[config.mk]
export PLATFORM = sky130hd
export DESIGN_NAME = supply_reset_supervisor
export DESIGN_NICKNAME = d
export VERILOG_FILES = /design/src/rtl/sup_pkg.sv /design/src/rtl/sup_en_edge.sv /design/src/rtl/sup_timeout.sv /design/src/rtl/sup_reset_drive.sv /design/src/rtl/supply_reset_supervisor.sv
export SDC_FILE = /design/constraint.sdc
export NUM_CORES = 1
export LEC_CHECK = 0
export BUFFER_PORTS_ARGS = -buffer_cell sky130_fd_sc_hd__buf_2
export CORE_MARGIN = 5
export CORE_UTILIZATION = 52
export CTS_CLUSTER_DIAMETER = 40
export DETAILED_ROUTE_END_ITERATION = 6
export PLACE_DENSITY = 0.69
export RECOVER_POWER = 100
export SLEW_MARGIN = 25
export SYNTH_ARGS = -nofsm -noshare
export SYNTH_HDL_FRONTEND = slang
export SYNTH_SLANG_ARGS = --single-unit
[constraint.sdc]
create_clock -name clk -period 3.4 [get_ports clk]
set_clock_uncertainty 0.1 [all_clocks]
set_input_delay 0.17 -clock clk [delete_from_list [all_inputs] [get_ports clk]]
set_output_delay 0.17 -clock clk [all_outputs]
set_load 0.05 [all_outputs]
[src/rtl/sup_pkg.sv]
package sup_pkg;

  function automatic int unsigned timeout_cycles(input int unsigned step_cycles,
                                                 input int unsigned steps);
    return step_cycles * steps;
  endfunction

  function automatic int unsigned count_width(input int unsigned n);
    return (n < 2) ? 1 : $clog2(n);
  endfunction

endpackage

[src/rtl/sup_en_edge.sv]
module sup_en_edge (
  input  logic clk,
  input  logic rst,
  input  logic en,
  output logic rise
);
  logic en_q;

  always_ff @(posedge clk) begin
    if (rst) en_q <= 1'b0;
    else     en_q <= en;
  end

  assign rise = en & ~en_q;

endmodule

[src/rtl/sup_timeout.sv]
module sup_timeout #(
  parameter int unsigned TIMEOUT = 12,
  parameter int unsigned W       = 4
) (
  input  logic clk,
  input  logic rst,
  input  logic abort,
  input  logic restart,
  output logic busy,
  output logic expire
);
  localparam logic [W-1:0] LAST = W'(TIMEOUT - 1);

  logic [W-1:0] cnt;

  always_ff @(posedge clk) begin
    if (rst) begin
      busy <= 1'b1;
      cnt  <= '0;
    end else if (abort) begin
      busy <= 1'b0;
      cnt  <= '0;
    end else if (restart) begin
      busy <= 1'b1;
      cnt  <= '0;
    end else if (busy) begin
      if (cnt == LAST) begin
        busy <= 1'b0;
        cnt  <= '0;
      end else begin
        cnt <= cnt + 1'b1;
      end
    end
  end

  assign expire = busy & ~abort & ~restart & (cnt == LAST);

  // window counter stays inside the window
  a_r7_count_bound: assert property (@(posedge clk) disable iff (rst)
    cnt <= LAST);

  // an idle counter rests at zero
  a_r7_idle_zero: assert property (@(posedge clk) disable iff (rst)
    !busy |-> cnt == '0);

endmodule

[src/rtl/sup_reset_drive.sv]
module sup_reset_drive (
  input  logic clk,
  input  logic rst,
  input  logic en,
  input  logic restart,
  input  logic busy,
  input  logic expire,
  output logic reset_n
);
  logic reset_n_q;

  always_ff @(posedge clk) begin
    if (rst)          reset_n_q <= 1'b0;
    else if (!en)     reset_n_q <= 1'b1;
    else if (restart) reset_n_q <= 1'b0;
    else if (busy)    reset_n_q <= expire;
    else              reset_n_q <= 1'b1;
  end

  assign reset_n = reset_n_q;

  // block reset asserts the output
  a_r1_reset_low: assert property (@(posedge clk)
    rst |=> !reset_n_q);

  // disabled regulator releases reset
  a_r2_disabled_high: assert property (@(posedge clk) disable iff (rst)
    !en |=> reset_n_q);

endmodule

[src/rtl/supply_reset_supervisor.sv]
module supply_reset_supervisor #(
  parameter int unsigned STEP_CYCLES   = 250000,
  parameter int unsigned TIMEOUT_STEPS = 10
) (
  input  logic clk,
  input  logic rst,
  input  logic en,
  input  logic vin_ok,
  output logic reset_n
);
  localparam int unsigned TIMEOUT = sup_pkg::timeout_cycles(STEP_CYCLES, TIMEOUT_STEPS);
  localparam int unsigned W       = sup_pkg::count_width(TIMEOUT);

  logic en_rise;
  logic restart;
  logic abort;
  logic busy;
  logic expire;

  sup_en_edge u_edge (
    .clk  (clk),
    .rst  (rst),
    .en   (en),
    .rise (en_rise)
  );

  assign restart = en & (~vin_ok | en_rise);
  assign abort   = ~en;

  sup_timeout #(
    .TIMEOUT (TIMEOUT),
    .W       (W)
  ) u_tmr (
    .clk     (clk),
    .rst     (rst),
    .abort   (abort),
    .restart (restart),
    .busy    (busy),
    .expire  (expire)
  );

  sup_reset_drive u_drv (
    .clk     (clk),
    .rst     (rst),
    .en      (en),
    .restart (restart),
    .busy    (busy),
    .expire  (expire),
    .reset_n (reset_n)
  );

  // supply below threshold with regulator on asserts reset
  a_r3_brownout_low: assert property (@(posedge clk) disable iff (rst)
    en && !vin_ok |=> !reset_n);

  // enable rising edge starts a pulse
  a_r4_pulse_start: assert property (@(posedge clk) disable iff (rst)
    $rose(en) && vin_ok |=> !reset_n);

  // release with the regulator on only after a good supply sample
  a_r6_release_needs_supply: assert property (@(posedge clk) disable iff (rst)
    $rose(reset_n) && $past(en) |-> $past(vin_ok));

endmodule

==> results_dict.tcl, run 1 <==
set metrics [dict create \
    post-place-ws_ps 1230 \
    cp_slowest_cell "or4_1" \
    avgViaCountPerCell 6.11 \
    grt.met3_usage 0.0414 \
    clock-root-buffer "clkbuf_4" \
    io_pins 5 \
    synthesis.nets 147 \
    r2r_cells 4 \
    ys_seq_elements 25 \
    postPlaceCellArea_um2 1280 \
    hold_viol 0 \
    syn2layout_area_growth_pct 5.17 \
    max_slew.worst_pin.slew_ps 1130 \
    cts_hold_buf 2 \
    initial_core_util 0.558 \
    finalCritPeriodShare 0.761 \
    busiest_layer "met2" \
    cts_tree "built" \
    antenna_found_initial 0 \
    worst_slack_ps 811 \
    numClockSinks 25 \
    hpwl_mm 1.80 \
    min_path_type "primary input to flop" \
    synthCells 142 \
    hold_path_depth 2 \
    path_clk_slew_ps 130 \
    seq_power_share 0.673 \
    slew_headroom 0.244 \
    h-tree-depth 1 \
    min_period_ps 2590 \
    comb_power_share 0.028 \
    grt_pass1_wl_mm 4.40 \
    seq_area_frac_synth 0.398 \
    final-setup-viol-count 0 \
    p_per_area_nw_per_um2 334 \
    fmax_mhz 386 \
    reg2reg_to "u_drv.reset_n" \
    worstPathBufferInverterCount 1 \
    dp_cells 168 \
    drv_cap 0 \
    die_w_um 59.2 \
    design.core.area_um2 2250 \
    grtUsageMet1 0.215 \
    end_kind "flop" \
    drtPass1Iterations 4 \
    portBuffers 4 \
    fin_util 0.587 \
    layout.nets 152 \
    whs_endpoint "u_tmr.busy" \
    final_max_slew_viol_count 0 \
    ys_warn_count 0 \
    numCtsBuffers 3 \
    wl_per_cell_um 14.1 \
    vias 1063 \
    design_area_um2 1320 \
    synth_edf_count 0 \
    drt_iter0_markers 38 \
    postRouteAntennaNets 0 \
    p_leak_nw 0.385 \
    clkPwrFrac 0.299 \
    grt-ovfl-total 0 \
    final.setup.tns_ps 0 \
    ys_async_sr_fraction 0 \
    netlist_top_cells_count "dfxtp_1, nor2_1, nand3_1" \
    postCtsSetupBuffers 0 \
    power.switching_w 0.0000981 \
    swShare 0.222 \
    dieArea_um2 3500 \
    row_count 17 \
    cp.required_ps 3570 \
    rsz0062_at_grt "no" \
    wirelength_mm 2.45 \
    synth_top_area_frac 0.398 \
    yosys.area.top_type "dfxtp_1" \
    status "finished, final reports clean" \
    rrSetupSlack_ps 810 \
    p_int_w 0.000345 \
    yosysUniqueCellTypes 40 \
    die_y_um 59.2 \
    diodes 0 \
    grt_use_total 0.161 \
    avgSynthCellArea_um2 8.86 \
    drc_errors 0 \
    syn_area_um2 1260 \
    cts.repair.resized 0 \
    hp-start "en" \
    crit_type "flop to flop" \
    gp_congestion 0.837 \
    use_met2 0.248 \
    r2r-start "u_tmr.cnt[4]" \
    drive_gt1_frac 0.0959 \
    grt_max_degree 18 \
    grt_pass1_vias 980 \
    synth_ff_type "dfxtp_1" \
    ir_drop_mv 0.311 \
    insertion_delay_ps 320 \
    cp_slowest_stage_delay_ps 620 \
    crit_chain "or4b_1 -> or4_1 -> a311oi_1 -> dlygate4sd3_1" \
    fin_cells 174 \
    synth_area_leaders "dfxtp_1, xnor2_1, nor2_1" \
    fillerInstances 219 \
    clockBufferDepth 2 \
    crit_arrival_ps 2760 \
    cp-start-kind "flop" \
    path_max_fanout 8 \
    critPathTopFamily "simple AND/OR/NAND/NOR gates" \
    synthMostInstantiatedCell "dfxtp_1" \
]
[logic make-up after synthesis]
group	after synthesis	share of synthesized area
and+or+nand+nor	71	0.358
DFF	25	0.398
AOI/OAI and AO/OA	23	0.115
xor gates and xnor gates	12	0.0835
buffers and inverters	10	0.0358
adders and majority gates	1	0.00994
[cells in the final DEF (no fill, tap or decap), types with 2 or more instances in the layout]
| cell type | n |
|---|---|
| nand4_4 | 2 |
| dlygate4sd3_1 | 2 |
| or4_1 | 4 |
| nor4_1 | 3 |
| nand4_1 | 6 |
| nor4bb_1 | 2 |
| nor4b_1 | 3 |
| a21oi_1 | 8 |
| nor2_1 | 14 |
| or2_2 | 3 |
| nand3_1 | 10 |
| clkbuf_1 | 2 |
| inv_1 | 4 |
| nor3b_1 | 3 |
| xnor2_1 | 8 |
| o21ai_0 | 6 |
| nand2_1 | 5 |
| xor2_1 | 4 |
| buf_2 | 2 |
| nor3_1 | 2 |
| dfxtp_1 | 25 |
| clkbuf_4 | 3 |
| or3_1 | 6 |
[sequential cells by signal (all words and copies together), names as in the netlist]
name           count
u_drv.reset_n      1
u_edge.en_q        1
u_tmr.busy         1
u_tmr.cnt         22
[how the worst max path moves through the flow]
stage / from / to / slack [ps] / cells past startpoint
after floorplan: u_tmr.cnt[4] / u_tmr.busy / 1410 / 4
after global placement: u_tmr.cnt[4] / u_tmr.busy / 1280 / 3
after detailed placement: u_tmr.busy / u_tmr.cnt[21] / 1230 / 4
after CTS: u_tmr.cnt[4] / u_drv.reset_n / 790 / 4
after global routing: u_tmr.cnt[0] / u_tmr.cnt[9] / 670 / 5
final: u_tmr.cnt[4] / u_drv.reset_n / 810 / 4
[final cells by class]
cell class              count  area, um2  share of cell area
well taps                  28       35.0              0.0265
repair buffers              6       37.5              0.0284
multi-input cells         107        708               0.535
flip-flops and latches     25        500               0.378
clock buffers               3       22.5              0.0170
inverters                   4       15.0              0.0113
clock inverters             1       5.00             0.00378
[per-stage QoR]
step / power, W / hold slack (ps)
floorplan: 0.000311 / 142
global placement: 0.000315 / 262
detailed placement: 0.000315 / 269
CTS: 0.000447 / 26.1
global route: 0.000458 / 36.4
finish: 0.000443 / 26.6
[power by group through the flow]
stage	clock network, W	registers, W	logic, W
2_1_floorplan	0	0.000305	0.00000612
3_3_place_gp	0	0.000304	0.0000107
3_5_place_dp	0	0.000304	0.0000110
4_1_cts	0.000136	0.000298	0.0000127
5_1_grt	0.000146	0.000299	0.0000134
6_report	0.000132	0.000298	0.0000122
[per-layer routing]
layer  share of wire  vias to the layer above
met1            0.47                      504
met5               0                        -
met4          0.0082                        0
met3           0.051                        2
met2            0.47                       25
li1                -                      532
(Power assumes the default switching activity.)
==> run 2, diff against run 1 <==
--- a/config.mk
+++ b/config.mk
@@ -5,12 +5,14 @@
 export SDC_FILE = /design/constraint.sdc
 export NUM_CORES = 1
 export LEC_CHECK = 0
+export ABC_AREA = 1
 export BUFFER_PORTS_ARGS = -buffer_cell sky130_fd_sc_hd__buf_2
+export CORE_ASPECT_RATIO = 0.5
 export CORE_MARGIN = 5
 export CORE_UTILIZATION = 52
 export CTS_CLUSTER_DIAMETER = 40
 export DETAILED_ROUTE_END_ITERATION = 6
-export PLACE_DENSITY = 0.69
+export PLACE_DENSITY = 0.71
 export RECOVER_POWER = 100
 export SLEW_MARGIN = 25
 export SYNTH_ARGS = -nofsm -noshare
==> constraint.sdc (replaced) <==
create_clock -name clk -period 2.17 [get_ports clk]
set_clock_uncertainty 0.1 [all_clocks]
set_input_delay 0.1085 -clock clk [delete_from_list [all_inputs] [get_ports clk]]
set_output_delay 0.1085 -clock clk [all_outputs]
set_load 0.05 [all_outputs]
==> run 2 against run 1 <==
Register-to-register slack got worse by 450 ps. Worst hold slack gained 82 ps. Highest routed layer unchanged. Critical path type unchanged. Die area increased by 9.9%. Largest cell class unchanged.
==> results_dict.tcl, run 2 <==
set metrics [dict create \
    status "finished, final reports clean" \
    r2r-start "u_tmr.cnt[1]" \
    hold_viol 0 \
    cts_tree "built" \
    slew_headroom 0.609 \
    netlist_top_cells_count "nand2_1, nor2_1, dfxtp_1, inv_1, nand3_1" \
    postPlaceCellArea_um2 1440 \
    p_per_area_nw_per_um2 514 \
    rrSetupSlack_ps 370 \
    syn2layout_area_growth_pct 7.78 \
    insertion_delay_ps 270 \
    synthCells 211 \
    dieArea_um2 3850 \
    seq_power_share 0.605 \
    die_w_um 82.9 \
    synth_ff_type "dfxtp_1" \
    syn_area_um2 1380 \
    antenna_found_initial 0 \
    p_total_w 0.000766 \
    min_period_ps 1800 \
    synth_area_leaders "dfxtp_1, nand2_1, nor2_1" \
    drt_iter0_markers 144 \
    postCtsSetupBuffers 0 \
    clockBufferDepth 2 \
    avgSynthCellArea_um2 6.55 \
    wirelength_mm 3.11 \
    fin_util 0.580 \
    synthesis.nets 216 \
    power.switching_w 0.000166 \
    ir_drop_mv 0.274 \
    synthAdderAreaFrac 0.00905 \
    portBuffers 4 \
    cp.required_ps 2230 \
    path_max_fanout 5 \
    end_kind "flop" \
    gp_congestion 0.882 \
    synth_top_family_by_area "simple AND/OR/NAND/NOR gates" \
    fmax_mhz 554 \
    largest_reg_flops 22 \
    h-tree-depth 1 \
    r2r_cells 8 \
    final_cell_mix "nor2_1, nand2_1, inv_1, dfxtp_1, nand3_1" \
    ys_warn_count 0 \
    design_area_um2 1490 \
    clkPwrFrac 0.357 \
    numClockSinks 25 \
    postRouteAntennaNets 0 \
    grt_pass1_vias 1270 \
    comb_power_share 0.038 \
    vias 1303 \
    min_path_type "primary input to flop" \
    seq_area_frac_synth 0.362 \
    drc_errors 0 \
    grt_pass1_wl_mm 5.66 \
    synthMuxAreaShare 0 \
    synth_compound_gate_area_share 0.0462 \
    avgViaCountPerCell 5.09 \
    synth-simple-area-share 0.431 \
    drive_gt1_frac 0.0731 \
    grt-ovfl-total 0 \
    grt_use_total 0.185 \
    wl_per_cell_um 12.2 \
    final-setup-viol-count 0 \
    grt_max_degree 18 \
    crit_arrival_ps 1870 \
    p_leak_nw 0.524 \
    numCtsBuffers 3 \
    dp_cells 249 \
    rsz0062_at_grt "no" \
    max_slew.worst_pin.slew_ps 589 \
    p_int_w 0.000600 \
    yosys.area.top_type "dfxtp_1" \
    critPathLaunch "u_tmr.cnt[1]" \
    clock-root-buffer "clkbuf_8" \
    drtPass1Iterations 4 \
    largest-register "u_tmr.cnt" \
    path_clk_slew_ps 90 \
    row_count 13 \
    finalCritPeriodShare 0.831 \
    fillerInstances 270 \
    drv_cap 0 \
    cp-start-kind "flop" \
    design.core.area_um2 2570 \
    io_pins 5 \
    layout_commonest_cell "nor2_1" \
    swShare 0.217 \
    yosysUniqueCellTypes 21 \
    synth_top_area_frac 0.362 \
    synthXorXnorAreaFrac 0.0697 \
    layout.nets 225 \
    crit_type "flop to flop" \
    hpwl_mm 2.31 \
    final_max_slew_viol_count 0 \
    ys_async_sr_fraction 0 \
    fin_cells 256 \
    initial_core_util 0.538 \
    synthMostInstantiatedCell "nand2_1" \
    synth_edf_count 0 \
    final.setup.tns_ps 0 \
    die_y_um 46.5 \
    endpoint "u_tmr.cnt[18]" \
    reg2reg_to "u_tmr.cnt[18]" \
    diodes 0 \
    ys_seq_elements 25 \
]
[run 2: power by group through the flow]
stage | Sequential (W) | Clock [W] | Combinational, W
6_report | 0.000463 | 0.000273 | 0.0000290
5_1_grt | 0.000464 | 0.000306 | 0.0000322
4_1_cts | 0.000463 | 0.000288 | 0.0000290
3_5_place_dp | 0.000474 | 0 | 0.0000251
3_3_place_gp | 0.000474 | 0 | 0.0000248
2_1_floorplan | 0.000477 | 0 | 0.0000141
[run 2: cell type report]
type                    count  area (um2)  share of cell area
clock buffers               3        41.3              0.0277
well taps                  37        46.3              0.0311
inverters                  25        93.8              0.0630
clock inverters             1        5.00             0.00336
multi-input cells         157         748               0.502
flip-flops and latches     25         500               0.336
repair buffers              8        55.1              0.0369
[run 2: logic make-up after synthesis]
family / count (synthesis)
compound gates: 12
simple gates: 133
xor+xnor: 11
flops: 25
buf+inv: 29
fa+ha+maj: 1
[run 2: what timing repair did]
item,CTS,global route
hold endpoints to repair,3,0
setup endpoints to repair,0,0
resized for setup,0,0
hold buffers,3,0
[run 2: metrics by stage]
step | setup slack (ps) | hold WS (ps)
2_1_floorplan | 757 | 91.1
3_3_place_gp | 682 | 194
3_5_place_dp | 632 | 202
4_1_cts | 525 | 102
5_1_grt | 181 | 151
6_report | 366 | 109
[run 2: worst min-delay path by stage]
stage / from / endpoint / slack [ps] / depth (start not counted)
4_1_cts: vin_ok / u_tmr.busy / 100 / 6
3_3_place_gp: rst / u_edge.en_q / 190 / 2
2_1_floorplan: rst / u_edge.en_q / 90 / 1
6_report: vin_ok / u_tmr.busy / 110 / 6
5_1_grt: vin_ok / u_tmr.busy / 150 / 6
3_5_place_dp: rst / u_edge.en_q / 200 / 2
[run 2: metal layers]
metal | vias up | global-route usage | wire length [um] | part of all wire
met1 | 586 | 0.231 | 1480 | 0.48
met5 | - | 0 | 0 | 0
met2 | 38 | 0.330 | 1420 | 0.45
met4 | 0 | 0.0489 | 30 | 0.0096
li1 | 673 | - | - | -
met3 | 6 | 0.0464 | 184 | 0.059
[run 2: worst max-delay path, cell delays in order (launching register included)]
cell	delay, ps
dfxtp_1	380
ha_1	230
inv_1	60
nor2_1	170
nand2_2	100
nor2_1	320
nand3_2	110
xor2_1	180
nor2_2	40
==> run 3, diff against run 2 <==
==> constraint.sdc (replaced) <==
create_clock -name clk -period 1.5 [get_ports clk]
set_clock_uncertainty 0.1 [all_clocks]
set_input_delay 0.075 -clock clk [delete_from_list [all_inputs] [get_ports clk]]
set_output_delay 0.075 -clock clk [all_outputs]
set_load 0.05 [all_outputs]
==> run 3 against run 2 <==
Sequential share of layout area fell by 2.9 points. Count of clock-buffer cells in the layout did not move. Power rose by 47%. Critical path type unchanged. Sequential power rose by 44%. Final area rose by 13%. Via count rose by 5.7%. Critical path depth did not move. Wire length rose by 9.5%.
==> results_dict.tcl, run 3 (same netlist as run 2, synthesis figures left out) <==
set metrics [dict create \
    cp.required_ps 1580 \
    crit_arrival_ps 1510 \
    die_y_um 46.5 \
    wl_per_cell_um 12.7 \
    path_clk_slew_ps 90 \
    post-place-ws_ps -6.65 \
    grt_max_degree 18 \
    fmax_mhz 699 \
    cp-start-kind "flop" \
    dieArea_um2 3850 \
    p_total_w 0.00113 \
    rsz0062_at_grt "yes" \
    antenna_found_initial 0 \
    grt_pass1_wl_mm 5.55 \
    clockBufferDepth 2 \
    hold_viol 0 \
    insertion_delay_ps 280 \
    postPlaceCellArea_um2 1500 \
    clock-root-buffer "clkbuf_8" \
    finalCritPeriodShare 0.953 \
    max_slew.worst_pin.slew_ps 589 \
    drv_cap 0 \
    final_cell_mix "nand2_1, nor2_1, inv_1, dfxtp_1, nand3_1" \
    hpwl_mm 2.30 \
    layout.nets 237 \
    end_kind "flop" \
    grt_use_total 0.185 \
    vias 1377 \
    p_leak_nw 0.594 \
    syn2layout_area_growth_pct 21.4 \
    final_max_slew_viol_count 0 \
    fillerInstances 230 \
    p_per_area_nw_per_um2 673 \
    drtPass1Iterations 4 \
    worst_slack_ps 69.9 \
    seq_area_um2 515 \
    drc_errors 0 \
    io_pins 5 \
    design.core.area_um2 2570 \
    largest-register "u_tmr.cnt" \
    layout_commonest_cell "nand2_1" \
    numClockSinks 25 \
    multiInputGateArea_um2 837 \
    wirelength_mm 3.41 \
    portBuffers 4 \
    avgViaCountPerCell 5.14 \
    initial_core_util 0.538 \
    largest_reg_flops 22 \
    drive_gt1_frac 0.234 \
    grt_pass1_vias 1246 \
    numCtsBuffers 3 \
    drt_iter0_markers 111 \
    path_max_fanout 4 \
    fin_util 0.653 \
    slew_headroom 0.609 \
    cts_tree "built" \
    postRouteAntennaNets 0 \
    diodes 0 \
    ir_drop_mv 0.420 \
    min_path_type "primary input to flop" \
    min_period_ps 1430 \
    status "finished, final reports clean" \
    grt-ovfl-total 0 \
    gp_congestion 0.895 \
    crit_type "flop to flop" \
    design_area_um2 1680 \
    final-setup-viol-count 0 \
    row_count 13 \
    die_w_um 82.9 \
    h-tree-depth 1 \
]
[run 3: cell count changes in the layout (fill, tap and decap cells not counted), sizes merged]
cell and change:
nand2 +1, buf +12, clkbuf -1
[run 3: timing repair]
item,CTS,global route
hold buffers,3,0
cloned,0,1
resized for setup,3,24
pin swaps,3,9
setup endpoints to repair,2,19
hold endpoints to repair,3,0
setup buffers,1,2
[run 3: critical path, stage by stage (launching register included)]
cell,delay (ps)
dfxtp_4,380
buf_4,110
nand3_1,130
nor2_4,150
nand3_2,130
nor2_4,140
nand3_1,90
nand2_1,70
nor2_1,30
[run 3: routing by layer]
| metal | up-vias | wire, um | part of all wire | GRT usage |
|---|---|---|---|---|
| li1 | 708 | - | - | - |
| met1 | 638 | 1630 | 0.48 | 0.234 |
| met2 | 29 | 1510 | 0.44 | 0.304 |
| met3 | 2 | 247 | 0.072 | 0.0643 |
| met4 | 0 | 13 | 0.0038 | 0.0554 |
| met5 | - | 0 | 0 | 0 |
[run 3: power by group]
part           total [W]  switching (W)  internal (W)
logic          0.0000480      0.0000312     0.0000168
clock network   0.000414       0.000228      0.000186
registers       0.000667     0.00000232      0.000664
total            0.00113       0.000262      0.000868
[run 3: path summary, 6_finish.rpt]
path | start | end | slack, ps | cells past startpoint
max | u_tmr.cnt[1] | u_tmr.cnt[21] | 70 | 8
min reg2reg | u_tmr.cnt[12] | u_tmr.cnt[12] | 430 | 2
max reg2reg | u_tmr.cnt[1] | u_tmr.cnt[21] | 70 | 8
min | vin_ok | u_tmr.busy | 90 | 6
[run 3: stage by stage]
stage                     std cells  hold WS, ps  TNS, ps
after global routing            268          158    -46.2
after detailed placement        257          165    -8.57
final                           268         94.0        0
after global placement          257          162        0
after CTS                       265         84.0        0
after floorplan                 211         57.6        0
[run 3: area by class of cell]
| type | instances | share of cell area |
|---|---|---|
| Multi-Input combinational cell | 158 | 0.499 |
| Inverter | 25 | 0.0559 |
| Clock inverter | 1 | 0.00298 |
| Tap cell | 37 | 0.0276 |
| Sequential cell | 25 | 0.307 |
| Timing Repair Buffer | 19 | 0.0828 |
| Clock buffer | 3 | 0.0246 |
